$ cat src/rtl/ptc_pkg.sv
package ptc_pkg;

  typedef enum logic [2:0] {
    M_TERM     = 3'd0,
    M_ONESHOT  = 3'd1,
    M_RATE     = 3'd2,
    M_SQUARE   = 3'd3,
    M_SWSTROBE = 3'd4,
    M_HWSTROBE = 3'd5
  } mode_e;

  function automatic mode_e map_mode(input logic [2:0] code);
    case (code)
      3'd6:    return M_RATE;
      3'd7:    return M_SQUARE;
      default: return mode_e'(code);
    endcase
  endfunction

  function automatic logic is_gated(input mode_e m);
    return (m == M_TERM) || (m == M_SWSTROBE);
  endfunction

  function automatic logic is_strobe(input mode_e m);
    return (m == M_RATE) || (m == M_SWSTROBE) || (m == M_HWSTROBE);
  endfunction

  // output level right after a start or retrigger
  function automatic logic start_level(input mode_e m);
    return (m == M_ONESHOT) || (m == M_SQUARE);
  endfunction

endpackage

$ cat src/rtl/ptc_edge.sv
module ptc_edge (
  input  logic clk_i,
  input  logic rst_ni,
  input  logic sig_i,
  output logic rise_o
);
  logic sig_q;

  always_ff @(posedge clk_i or negedge rst_ni) begin
    if (!rst_ni) sig_q <= 1'b0;
    else         sig_q <= sig_i;
  end

  assign rise_o = sig_i & ~sig_q;
endmodule

$ cat src/rtl/ptc_decr.sv
module ptc_decr #(
  parameter int CW   = 16,
  parameter int STEP = 1
) (
  input  logic [CW-1:0] val_i,
  input  logic          bcd_i,
  output logic [CW-1:0] res_o
);
  localparam int DIG = CW / 4;

  logic [CW-1:0] bin_res;
  logic [CW-1:0] bcd_res;
  logic [4:0]    dgt;
  int            brw;

  assign bin_res = val_i - CW'(STEP);

  always_comb begin
    brw     = STEP;
    bcd_res = '0;
    dgt     = '0;
    for (int i = 0; i < DIG; i++) begin
      dgt = {1'b0, val_i[4*i +: 4]};
      if (dgt >= 5'(brw)) begin
        bcd_res[4*i +: 4] = 4'(dgt - 5'(brw));
        brw = 0;
      end else begin
        bcd_res[4*i +: 4] = 4'(dgt + 5'd10 - 5'(brw));
        brw = 1;
      end
    end
  end

  assign res_o = bcd_i ? bcd_res : bin_res;
endmodule

$ cat src/rtl/ptc_cfg.sv
module ptc_cfg
  import ptc_pkg::*;
#(
  parameter int CW = 16
) (
  input  logic          clk_i,
  input  logic          rst_ni,
  input  logic          load_i,
  input  logic [2:0]    mode_i,
  input  logic          bcd_i,
  input  logic [CW-1:0] count_i,
  output logic          cfg_o,
  output mode_e         mode_o,
  output logic          bcd_o,
  output logic [CW:0]   init_o,
  output logic [CW:0]   lo_o
);
  logic [CW:0] init_d;

  // zero maps to the full range; bit CW means 2^CW or 10^(CW/4) alike
  assign init_d = {(count_i == '0), count_i};

  always_ff @(posedge clk_i or negedge rst_ni) begin
    if (!rst_ni) begin
      cfg_o  <= 1'b0;
      mode_o <= M_TERM;
      bcd_o  <= 1'b0;
      init_o <= '0;
      lo_o   <= '0;
    end else if (load_i) begin
      cfg_o  <= 1'b1;
      mode_o <= map_mode(mode_i);
      bcd_o  <= bcd_i;
      init_o <= init_d;
      // odd counts shorten the low half by one; bit 0 clear never borrows
      lo_o   <= {init_d[CW:1], 1'b0};
    end
  end
endmodule

$ cat src/rtl/prog_timer_chan.sv
module prog_timer_chan
  import ptc_pkg::*;
#(
  parameter int CW = 16
) (
  input  logic          clk_i,
  input  logic          rst_ni,
  input  logic          tick_i,
  input  logic          gate_i,
  input  logic          load_i,
  input  logic [2:0]    mode_i,
  input  logic          bcd_i,
  input  logic [CW-1:0] count_i,
  output logic [CW-1:0] count_o,
  output logic          out_o
);
  localparam logic [CW:0] ONE = (CW+1)'(1);
  localparam logic [CW:0] TWO = (CW+1)'(2);

  logic        cfg_q, bcd_q;
  mode_e       mode_q;
  logic [CW:0] init_q, lo_q;
  logic [CW:0] cnt_q;
  logic        run_q, pend_q, trig_q, done_q, half_q, out_q;
  logic        rise_w, can_step, restart, trig_set;
  logic [CW-1:0] dec_w [2];
  logic [CW:0] stp_cnt;
  logic        stp_done, stp_half, stp_out;

  ptc_cfg #(.CW(CW)) cfg_u (
    .clk_i  (clk_i),
    .rst_ni (rst_ni),
    .load_i (load_i),
    .mode_i (mode_i),
    .bcd_i  (bcd_i),
    .count_i(count_i),
    .cfg_o  (cfg_q),
    .mode_o (mode_q),
    .bcd_o  (bcd_q),
    .init_o (init_q),
    .lo_o   (lo_q)
  );

  ptc_edge gate_edge_u (
    .clk_i (clk_i),
    .rst_ni(rst_ni),
    .sig_i (gate_i),
    .rise_o(rise_w)
  );

  for (genvar s = 0; s < 2; s++) begin : g_dec
    ptc_decr #(.CW(CW), .STEP(s + 1)) dec_u (
      .val_i(cnt_q[CW-1:0]),
      .bcd_i(bcd_q),
      .res_o(dec_w[s])
    );
  end

  assign restart  = pend_q | trig_q;
  assign can_step = run_q & (~is_gated(mode_q) | gate_i);
  assign trig_set = rise_w & cfg_q & ~is_gated(mode_q) & (run_q | pend_q);

  always_comb begin
    stp_cnt  = {1'b0, dec_w[0]};
    stp_done = done_q;
    stp_half = half_q;
    stp_out  = 1'b0;
    case (mode_q)
      M_RATE: begin
        if (cnt_q == ONE) begin
          stp_cnt = init_q;
          stp_out = 1'b1;
        end
      end
      M_SQUARE: begin
        if (cnt_q <= TWO) begin
          if ((init_q == ONE) || half_q) begin
            stp_cnt  = init_q;
            stp_half = 1'b0;
          end else begin
            stp_cnt  = lo_q;
            stp_half = 1'b1;
          end
        end else begin
          stp_cnt = {1'b0, dec_w[1]};
        end
        stp_out = ~stp_half;
      end
      default: begin
        stp_done = done_q | (dec_w[0] == '0);
        case (mode_q)
          M_TERM:    stp_out = stp_done;
          M_ONESHOT: stp_out = ~stp_done;
          default:   stp_out = (dec_w[0] == '0) & ~done_q;
        endcase
      end
    endcase
  end

  always_ff @(posedge clk_i or negedge rst_ni) begin
    if (!rst_ni) begin
      cnt_q  <= '0;
      run_q  <= 1'b0;
      pend_q <= 1'b0;
      trig_q <= 1'b0;
      done_q <= 1'b0;
      half_q <= 1'b0;
      out_q  <= 1'b0;
    end else if (load_i) begin
      pend_q <= 1'b1;
      run_q  <= 1'b0;
      trig_q <= 1'b0;
      done_q <= 1'b0;
      half_q <= 1'b0;
      out_q  <= start_level(map_mode(mode_i));
    end else begin
      if (trig_set)               trig_q <= 1'b1;
      else if (tick_i && restart) trig_q <= 1'b0;
      if (tick_i) begin
        if (restart) begin
          cnt_q  <= init_q;
          run_q  <= 1'b1;
          pend_q <= 1'b0;
          done_q <= 1'b0;
          half_q <= 1'b0;
          out_q  <= start_level(mode_q);
        end else if (can_step) begin
          cnt_q  <= stp_cnt;
          done_q <= stp_done;
          half_q <= stp_half;
          out_q  <= stp_out;
        end else if (is_strobe(mode_q)) begin
          out_q  <= 1'b0;
        end
      end
    end
  end

  assign count_o = cnt_q[CW-1:0];
  assign out_o   = out_q;
endmodule

$ cat config.mk
export PLATFORM = sky130hd
export DESIGN_NAME = prog_timer_chan
export DESIGN_NICKNAME = d
export VERILOG_FILES = /design/src/rtl/ptc_pkg.sv /design/src/rtl/ptc_edge.sv /design/src/rtl/ptc_decr.sv /design/src/rtl/ptc_cfg.sv /design/src/rtl/prog_timer_chan.sv
export SDC_FILE = /design/constraint.sdc
export NUM_CORES = 1
export LEC_CHECK = 0
export BUFFER_PORTS_ARGS = -buffer_cell sky130_fd_sc_hd__buf_4
export CAP_MARGIN = 20
export CORE_UTILIZATION = 50
export DETAILED_ROUTE_END_ITERATION = 10
export GPL_ROUTABILITY_DRIVEN = 0
export MAX_ROUTING_LAYER = met4
export PLACE_DENSITY = 0.69
export SLEW_MARGIN = 20
export SYNTH_ARGS = -nofsm -noshare
export SYNTH_HDL_FRONTEND = slang
export SYNTH_SLANG_ARGS = --single-unit
export TNS_END_PERCENT = 20
$ cat constraint.sdc
create_clock -name clk_i -period 8.1 [get_ports clk_i]
set_input_delay 0 -clock clk_i [delete_from_list [all_inputs] [get_ports clk_i]]
set_output_delay 0 -clock clk_i [all_outputs]
set_load 0.005 [all_outputs]
# Word level (Yosys, flattened, before mapping)

Index checks and enable logic that the tools add are counted.

Register bits: 62
Logic and storage cells: 149

Add/sub/neg operators: 22
Magnitude comparators: 9
Eq/ne operators: 12
Mux-type cells: 54
Bitwise gates (word level): 16
Reduce and logical (&&, ||, !) cells: 23

Operators by type and width:

| kind                                                 | number |
|---|---|
| 2-to-1 mux 17 bit                                    | 5 |
| subtractor 4 x 1 -> 4 bit                            | 12 |
| == test 17 x 1 -> 1 bit, second input constant       | 2 |
| 2-to-1 mux 1 bit                                     | 34 |
| one-hot mux 17 bit (2 select lines)                  | 1 |
| logical NOT 16 bit                                   | 2 |
| 2-to-1 mux 16 bit                                    | 2 |
| 2-to-1 mux 4 bit                                     | 8 |
| greater-or-equal comparator 4 x 1 -> 1 bit           | 6 |
| <= comparator 17 x 2 -> 1 bit, second input constant | 1 |
| adder 4 bit, second input constant                   | 4 |
| subtractor 16 x 1 -> 16 bit, second input constant   | 1 |
| subtractor 16 x 2 -> 16 bit, second input constant   | 1 |
| == test 3 bit, second input constant                 | 4 |
| == test 3 x 2 -> 1 bit, second input constant        | 3 |
| AND reduction 3 bit                                  | 3 |
| nonzero test 3 bit                                   | 3 |
| subtractor 4 x 1 -> 4 bit, second input constant     | 2 |
| subtractor 4 x 2 -> 4 bit, second input constant     | 2 |
| bitwise AND 1 bit                                    | 6 |
| == test 3 x 1 -> 1 bit, second input constant        | 2 |
| logical OR 1 bit                                     | 6 |
| inverter 1 bit                                       | 6 |
| one-hot mux 3 bit (2 select lines)                   | 1 |
| 12 further kinds                                     | 19 |

# Longest topological paths before layout

Gate-level depths: netlist of run 1.

Word-level depth: 18
Mapped depth: 21
Depth with buffers taken out: 20

# By module

Synthesis of run 1 repeated with hierarchy kept, for this count alone.

Cell total of the unflattened synthesis: 573
Area total of the unflattened synthesis: 4,936.0 sq um

By module, submodules not included:

| module                     | times used | cells each | area an instance (sq um) | seq. area each (sq um) |
|---|---|---|---|---|
| prog_timer_chan            | 1          | 234        | 1,990.7                  | 575.6 |
| ptc_cfg                    | 1          | 73         | 998.5                    | 550.5 |
| ptc_decr at g_dec[0].dec_u | 1          | 134        | 983.4                    | 0.0 |
| ptc_decr at g_dec[1].dec_u | 1          | 130        | 924.6                    | 0.0 |
| ptc_edge                   | 1          | 2          | 38.8                     | 25.0 |

# Least setup slack after synthesis of run 1

OpenSTA, ideal clock, no wires.

Path type: flip-flop to flip-flop
Start point: register cnt_q[2]
End point: register cnt_q[14]
Library setup time: 0.133 ns
Arrival: 4.291 ns
Setup slack: 3.676 ns
Cell stages (with the launch flop): 20
Period minus slack after synthesis: 4.424 ns
Cells stage by stage: dfrtp_1 -> buf_2 -> nor3_1 -> a21boi_0 -> ha_1 -> ha_1 -> nand3_1 -> inv_1 -> ha_1 -> ha_1 -> inv_1 -> a2111oi_1 -> ha_1 -> ha_1 -> nand3_1 -> o21ai_0 -> o221ai_1 -> a32o_1 -> a221oi_1 -> a21oi_1

Longest elaborated chain between the ends: 13

Ends and longest elaborated chain:

| item                                                                                                     | line                                         | text |
|---|---|---|
| from (decl)                                                                                              | prog_timer_chan.sv:23                        | `logic [CW:0] cnt_q;` |
| from (signal assigned)                                                                                   | prog_timer_chan.sv:121                       | `cnt_q <= init_q;` |
| from (signal assigned)                                                                                   | prog_timer_chan.sv:128                       | `cnt_q <= stp_cnt;` |
| greater-or-equal comparator 4 x 2 -> 1 bit or greater-or-equal comparator 4 x 1 -> 1 bit (tied branches) | ptc_decr.sv:24                               | `if (dgt >= 5'(brw)) begin` |
| 2-to-1 mux 1 bit                                                                                         | ptc_decr.sv:24                               |  |
| greater-or-equal comparator 4 x 1 -> 1 bit                                                               | ptc_decr.sv:24                               |  |
| 2-to-1 mux 1 bit                                                                                         | ptc_decr.sv:24                               |  |
| greater-or-equal comparator 4 x 1 -> 1 bit                                                               | ptc_decr.sv:24                               |  |
| 2-to-1 mux 1 bit                                                                                         | ptc_decr.sv:24                               |  |
| subtractor 4 x 1 -> 4 bit, or another cell as far along                                                  | ptc_decr.sv:28                               | `bcd_res[4*i +: 4] = 4'(dgt + 5'd10 - 5'(brw));` |
| 2-to-1 mux 4 bit                                                                                         | ptc_decr.sv:24                               |  |
| 2-to-1 mux 16 bit                                                                                        | ptc_decr.sv:34                               | `assign res_o = bcd_i ? bcd_res : bin_res;` |
| 2-to-1 mux 17 bit (on tied branches)                                                                     | prog_timer_chan.sv:76, prog_timer_chan.sv:70 |  |
| one-hot mux 17 bit (2 select lines) *                                                                    | prog_timer_chan.sv:68                        | `case (mode_q)` |
| 2-to-1 mux 17 bit *                                                                                      | prog_timer_chan.sv:127                       | `end else if (can_step) begin` |
| 2-to-1 mux 17 bit *                                                                                      | prog_timer_chan.sv:120                       | `if (restart) begin` |

Every way passes the cells marked *; elsewhere a longest branch is shown, timed or not. The select of a mux whose other input is x is not followed.
A chain may end at the register's enable or synchronous reset.

# Worst setup path in the final report of run 1

Ends and elaborated chain as after synthesis.

==> flow_summary.toml, run 1 <==
[timing]
tightest_slew_ps = 1020
slew_viol_final = 0
tns_ps = 0
fin_crit_sh = 0.667
finClkSkew_ps = 4.71
post-route-min-period_ps = 5410
clock.fmax_mhz = 185
max_slew_margin = 0.314
setup_violations = 0
fin_ws_ps = 2690
hold_viol_final = 0
rsz0062_at_grt = "false"

[min_path]
hold_class = "input port to register"
hold_end = "pend_q"
min_path_cells = 3
min_from = "tick_i"

[synth]
synth-xor-area-share = 0.0627
synth_top_area_share = 0.266
synth_seq_cells = 46
yosys_most_used_dff = "dfrtp_1"
synth-compound-area-share = 0.190
synth_top_area_cell = "dfrtp_1"
synthArstFlopShare = 1.00
syn-instance-count = 505
netlist_area_mm2 = 0.00433
synth_most_common_cell = "dfrtp_1"
synth_top_cells_by_count = "dfrtp_1 (46), nand2_1 (40), nor2_1 (38), ha_1 (37), o21ai_0 (29)"
ys_top_cells_by_area = "dfrtp_1 (27%), ha_1 (11%), mux2_2 (4.9%)"
yosys_warnings = 0
yosys.area_share.adder = 0.107
syn_nets = 567
synth_top_family_by_area = "simple AND/OR/NAND/NOR gates"
synthSimpleGateAreaFrac = 0.231
synth_edf_count = 0
avgSynthCellArea_um2 = 8.58
seq_area_frac_synth = 0.266
muxShareOfSynthArea = 0.0636
yosysUniqueCellTypes = 77

[worst_setup_path]
cp_data_arrival_time_ps = 5580
crit_slowest_cell = "a2111oi_1"
worstRegToRegCells = 19
r2r-start = "cnt_q[2]"
critPathKind = "register to register"
crit_chain = "inv_1, ha_1, a21boi_0, ha_1, ha_1, nand3_1, inv_1, ha_1, ha_1, inv_1, a2111oi_1, ha_1, ha_1, nand3_1, o21ai_0, o221ai_1, a32o_1, a221oi_1, a21oi_1"
crit_fanout = 10
critPathLaunchType = "register"
cp.required_ps = 8270
path_common_cell = "ha_1"
r2r_slack_ps = 2690
cp-end-kind = "register"
max_stage_delay_ps = 830
rr_endpoint = "cnt_q[14]"

[clock_tree]
clock_latency_ps = 300
cts_buffers = 5
postCtsSetupRepairBufs = 0
cts_resized = 0
htree_levels = 2
clock-sinks = 46
cts_tree = "built"
clkTransAtPathRegs_ps = 90
clockRootBuffer = "clkbuf_8"
ctsLongestPathBuffers = 2
ctsHoldBuffers = 22

[global_routing]
top_usage_layer = "met2"
grt_max_degree = 53
grt_use_met3 = 0.0215
grt_pass1_vias = 3777
antenna_found_initial = 0
grt_use_met1 = 0.386
use_met2 = 0.437
grt_overflow = 0
grt_pass1_wl_um = 19000
track_usage = 0.280

[detailed_routing]
drtPass1Iterations = 6
wirelength_um = 11900
viasPerCell = 6.28
vias = 4016
detail_route.wl_per_cell_um = 18.6
drcViolationCount = 0
ant_nets = 0
drt_iter0_markers = 337

[floorplan]
ios = 42
core_area_mm2 = 0.00830
die_y_um = 95.1
start_util = 0.522
die_area_mm2 = 0.00904
die_width_um = 95.1
rows = 33

[cells_and_area]
layout.nets = 596
syn_to_final_growth_pct = 12.6
drive_gt1_frac = 0.170
antennaDiodeCount = 0

[place]
numPortBuffers = 41
dp_hpwl_um = 8550
dp_slack_ps = 2820

[power]
vdd_drop_max_mv = 0.135
pwr_density_cell_mw_per_mm2 = 195
p_leak_nw = 2.07

[flow_run]
maxCapViolations = 0

[outcome]
status = "complete, no violations"
==> area by class of cell <==
cell class | instances | area (um2)
sequential | 46 | 1150
tap | 105 | 131
clock buffer | 5 | 68.8
inverter | 27 | 101
multi-input combinational | 389 | 2840
fill | 743 | 3420
timing repair buffer | 65 | 543
clock inverter | 3 | 43.8
==> worst max-delay path by stage <==
stage	endpoint	slack, ps	from
floorplan	cnt_q[14]	3680	cnt_q[2]
global placement	cnt_q[14]	2820	cnt_q[2]
detailed placement	cnt_q[14]	2820	cnt_q[2]
CTS	cnt_q[14]	2770	cnt_q[2]
global route	cnt_q[14]	2260	cnt_q[2]
finish	cnt_q[14]	2690	cnt_q[2]
==> placed cells by master, fill, tap and decap left out, drive strengths merged, types with 4 or more instances in the layout <==
cell / synthesis / layout
mux2: 20 / 20
or2: 5 / 5
buf: 24 / 43
and3: 12 / 12
o21ai: 31 / 31
a311oi: 5 / 5
nand4: 11 / 11
nor3b: 6 / 6
nor4: 11 / 11
a22oi: 5 / 5
nand2: 40 / 40
nor3: 7 / 7
nand2b: 5 / 5
o22ai: 5 / 5
a21oi: 27 / 27
nor2: 40 / 40
a31oi: 9 / 9
and2: 4 / 4
a221oi: 9 / 9
inv: 26 / 27
dfrtp: 46 / 46
o31ai: 5 / 5
nor4b: 5 / 5
xor2: 9 / 9
dlygate4sd3: 0 / 22
mux2i: 5 / 5
a211oi: 4 / 4
clkbuf: 19 / 5
ha: 37 / 37
nand3: 17 / 17
xnor2: 22 / 22
==> per-stage QoR <==
step / hold WS, ps / power (W) / area, um2 / cells / utilization
2_1_floorplan: -296 / 0.000655 / 4330 / 505 / -
3_3_place_gp: 39.6 / 0.000758 / 4540 / 610 / 0.547
3_5_place_dp: 42.9 / 0.000762 / 4540 / 610 / 0.547
4_1_cts: 66.3 / 0.000944 / 4870 / 640 / 0.587
5_1_grt: 83.4 / 0.00101 / 4870 / 640 / 0.587
6_report: 73.3 / 0.000953 / 4870 / 640 / 0.587
==> registers in the layout, indices dropped and copies added (netlist names) <==
name               flops
cnt_q                 17
cfg_u.cfg_o            1
half_q                 1
trig_q                 1
pend_q                 1
done_q                 1
gate_edge_u.sig_q      1
cfg_u.init_o          17
out_o                  1
run_q                  1
cfg_u.mode_o           3
cfg_u.bcd_o            1
==> power breakdown <==
part / leakage (nW) / switching [W] / total [W] / internal, W
clock: 0.0585 / 0.0000820 / 0.000175 / 0.0000926
sequential: 0.538 / 0.0000958 / 0.000358 / 0.000262
combinational: 1.48 / 0.000229 / 0.000420 / 0.000191
==> logic make-up after synthesis <==
logic type      count (synthesis)
buf+inv                        70
simple gates                  173
compound gates                123
xor+xnor                       31
flops                          46
mux                            25
fa+ha+maj                      37
==> per-layer routing <==
metal / share of wire / wire, um
met4: 0.027 / 320
met5: 0 / 0
met2: 0.46 / 5520
met1: 0.46 / 5450
met3: 0.052 / 621
==> worst max-delay path, delay by kind of cell, from the launching register on <==
family / cells / cell delay [ps]
compound gates: 7 / 2110
buf+inv: 3 / 360
fa+ha+maj: 7 / 1830
simple gates: 2 / 320
flops: 1 / 660
Note: power is estimated with default switching activity, not from simulation.
==> run 2, diff against run 1 <==
Clock period 8.1 ns to 5.29 ns, I/O delays scaled along.
==> flow_summary.toml, run 2 (same netlist as run 1, synthesis figures left out) <==
[global_routing]
grt_pass1_wl_um = 19700
antenna_found_initial = 0
grt_pass1_vias = 3829
track_usage = 0.292
grt_overflow = 0
grt_max_degree = 47

[worst_setup_path]
cp.required_ps = 5490
critPathLaunchType = "register"
crit_fanout = 8
cp_data_arrival_time_ps = 5110
critPathKind = "register to register"
cp-end-kind = "register"

[clock_tree]
clock_latency_ps = 300
clkTransAtPathRegs_ps = 90
cts_buffers = 5
cts_tree = "built"
clockRootBuffer = "clkbuf_8"
htree_levels = 2
ctsLongestPathBuffers = 2
clock-sinks = 46

[power]
finalPower_w = 0.00147
p_leak_nw = 2.08
vdd_drop_max_mv = 0.209
pwr_density_cell_mw_per_mm2 = 298

[place]
dp_hpwl_um = 8770
dp_slack_ps = 176
numPortBuffers = 41

[min_path]
hold_class = "input port to register"

[timing]
post-route-min-period_ps = 4920
tns_ps = 0
clock.fmax_mhz = 203
rsz0062_at_grt = "false"
hold_viol_final = 0
fin_ws_ps = 374
finClkSkew_ps = 8.80
setup_violations = 0
slew_viol_final = 0
fin_crit_sh = 0.929
tightest_slew_ps = 1080
fin_hold_ws_ps = 56.8
max_slew_margin = 0.281

[detailed_routing]
vias = 4052
drcViolationCount = 0
drt_iter0_markers = 354
viasPerCell = 6.28
detail_route.wl_per_cell_um = 18.7
ant_nets = 0
wirelength_um = 12100
drtPass1Iterations = 6

[flow_run]
maxCapViolations = 0

[floorplan]
rows = 33
core_area_mm2 = 0.00830
die_width_um = 95.1
die_area_mm2 = 0.00904
ios = 42
die_y_um = 95.1
start_util = 0.522

[cells_and_area]
fin_util = 0.593
drive_gt1_frac = 0.185
reg.largest.list = "cfg_u.init_o x17, cnt_q x17, cfg_u.mode_o x3"
final_common_cell = "buf_4"
final_cell_mix = "buf_4 (48), dfrtp_1 (46), nand2_1 (40), nor2_1 (38), ha_1 (33)"
layout.nets = 601
antennaDiodeCount = 0
syn_to_final_growth_pct = 13.6

[outcome]
status = "complete, no violations"
==> run 2: where the power goes <==
part	total, W	internal (W)	switching (W)	leakage, nW
logic	0.000659	0.000303	0.000356	1.49
clock network	0.000267	0.000141	0.000126	0.0514
registers	0.000540	0.000401	0.000138	0.538
==> run 2: stage by stage <==
stage                     cells  area, um2
final                       645       4920
after global placement      614       4570
after CTS                   644       4900
after detailed placement    614       4570
after global routing        645       4920
after floorplan             505       4330
==> run 2: final cells by class <==
class / instances / area, um2
Clock buffer: 6 / 72.6
Tap cell: 105 / 131
Inverter: 27 / 101
Fill cell: 743 / 3380
Sequential cell: 46 / 1150
Timing Repair Buffer: 70 / 581
Multi-Input combinational cell: 389 / 2850
Clock inverter: 2 / 37.5
==> run 2: repair_timing <==
action,CTS,global route
buffers inserted,0,1
endpoints found under the hold margin,68,0
endpoints found under the setup margin,0,3
hold buffers,22,0
gates resized for setup,0,6
==> run 2: layer usage <==
layer | GRT usage | share of wire | wire (um)
met3 | 0.0215 | 0.068 | 819
met1 | 0.412 | 0.44 | 5320
met5 | - | 0 | 0
met2 | 0.448 | 0.47 | 5670
met4 | 0.0846 | 0.023 | 274
==> run 2: final timing paths <==
kind / start / to / slack (ps) / cells past startpoint
max in group asynchronous: rst_ni / cnt_q[6] / 4650 / 2
max: cnt_q[0] / out_o / 370 / 18
max reg2reg: cnt_q[0] / out_o / 370 / 18
min reg2reg: cfg_u.cfg_o / cfg_u.cfg_o / 460 / 1
min in group asynchronous: rst_ni / cfg_u.cfg_o / 240 / 2
min: tick_i / pend_q / 60 / 3
==> run 2: worst max-delay path: stages, from the launching register on <==
cell       delay (ps)
dfrtp_1           480
inv_1             230
ha_2              310
nor4b_4           370
ha_2              310
ha_1              200
and3_4            220
ha_2              260
ha_2              250
and3_1            200
ha_1              210
ha_1              180
nand3_1           130
o32ai_1           380
o21ai_0           160
a21oi_1           190
nand4_1           190
mux2i_1           180
a2111oi_2         350
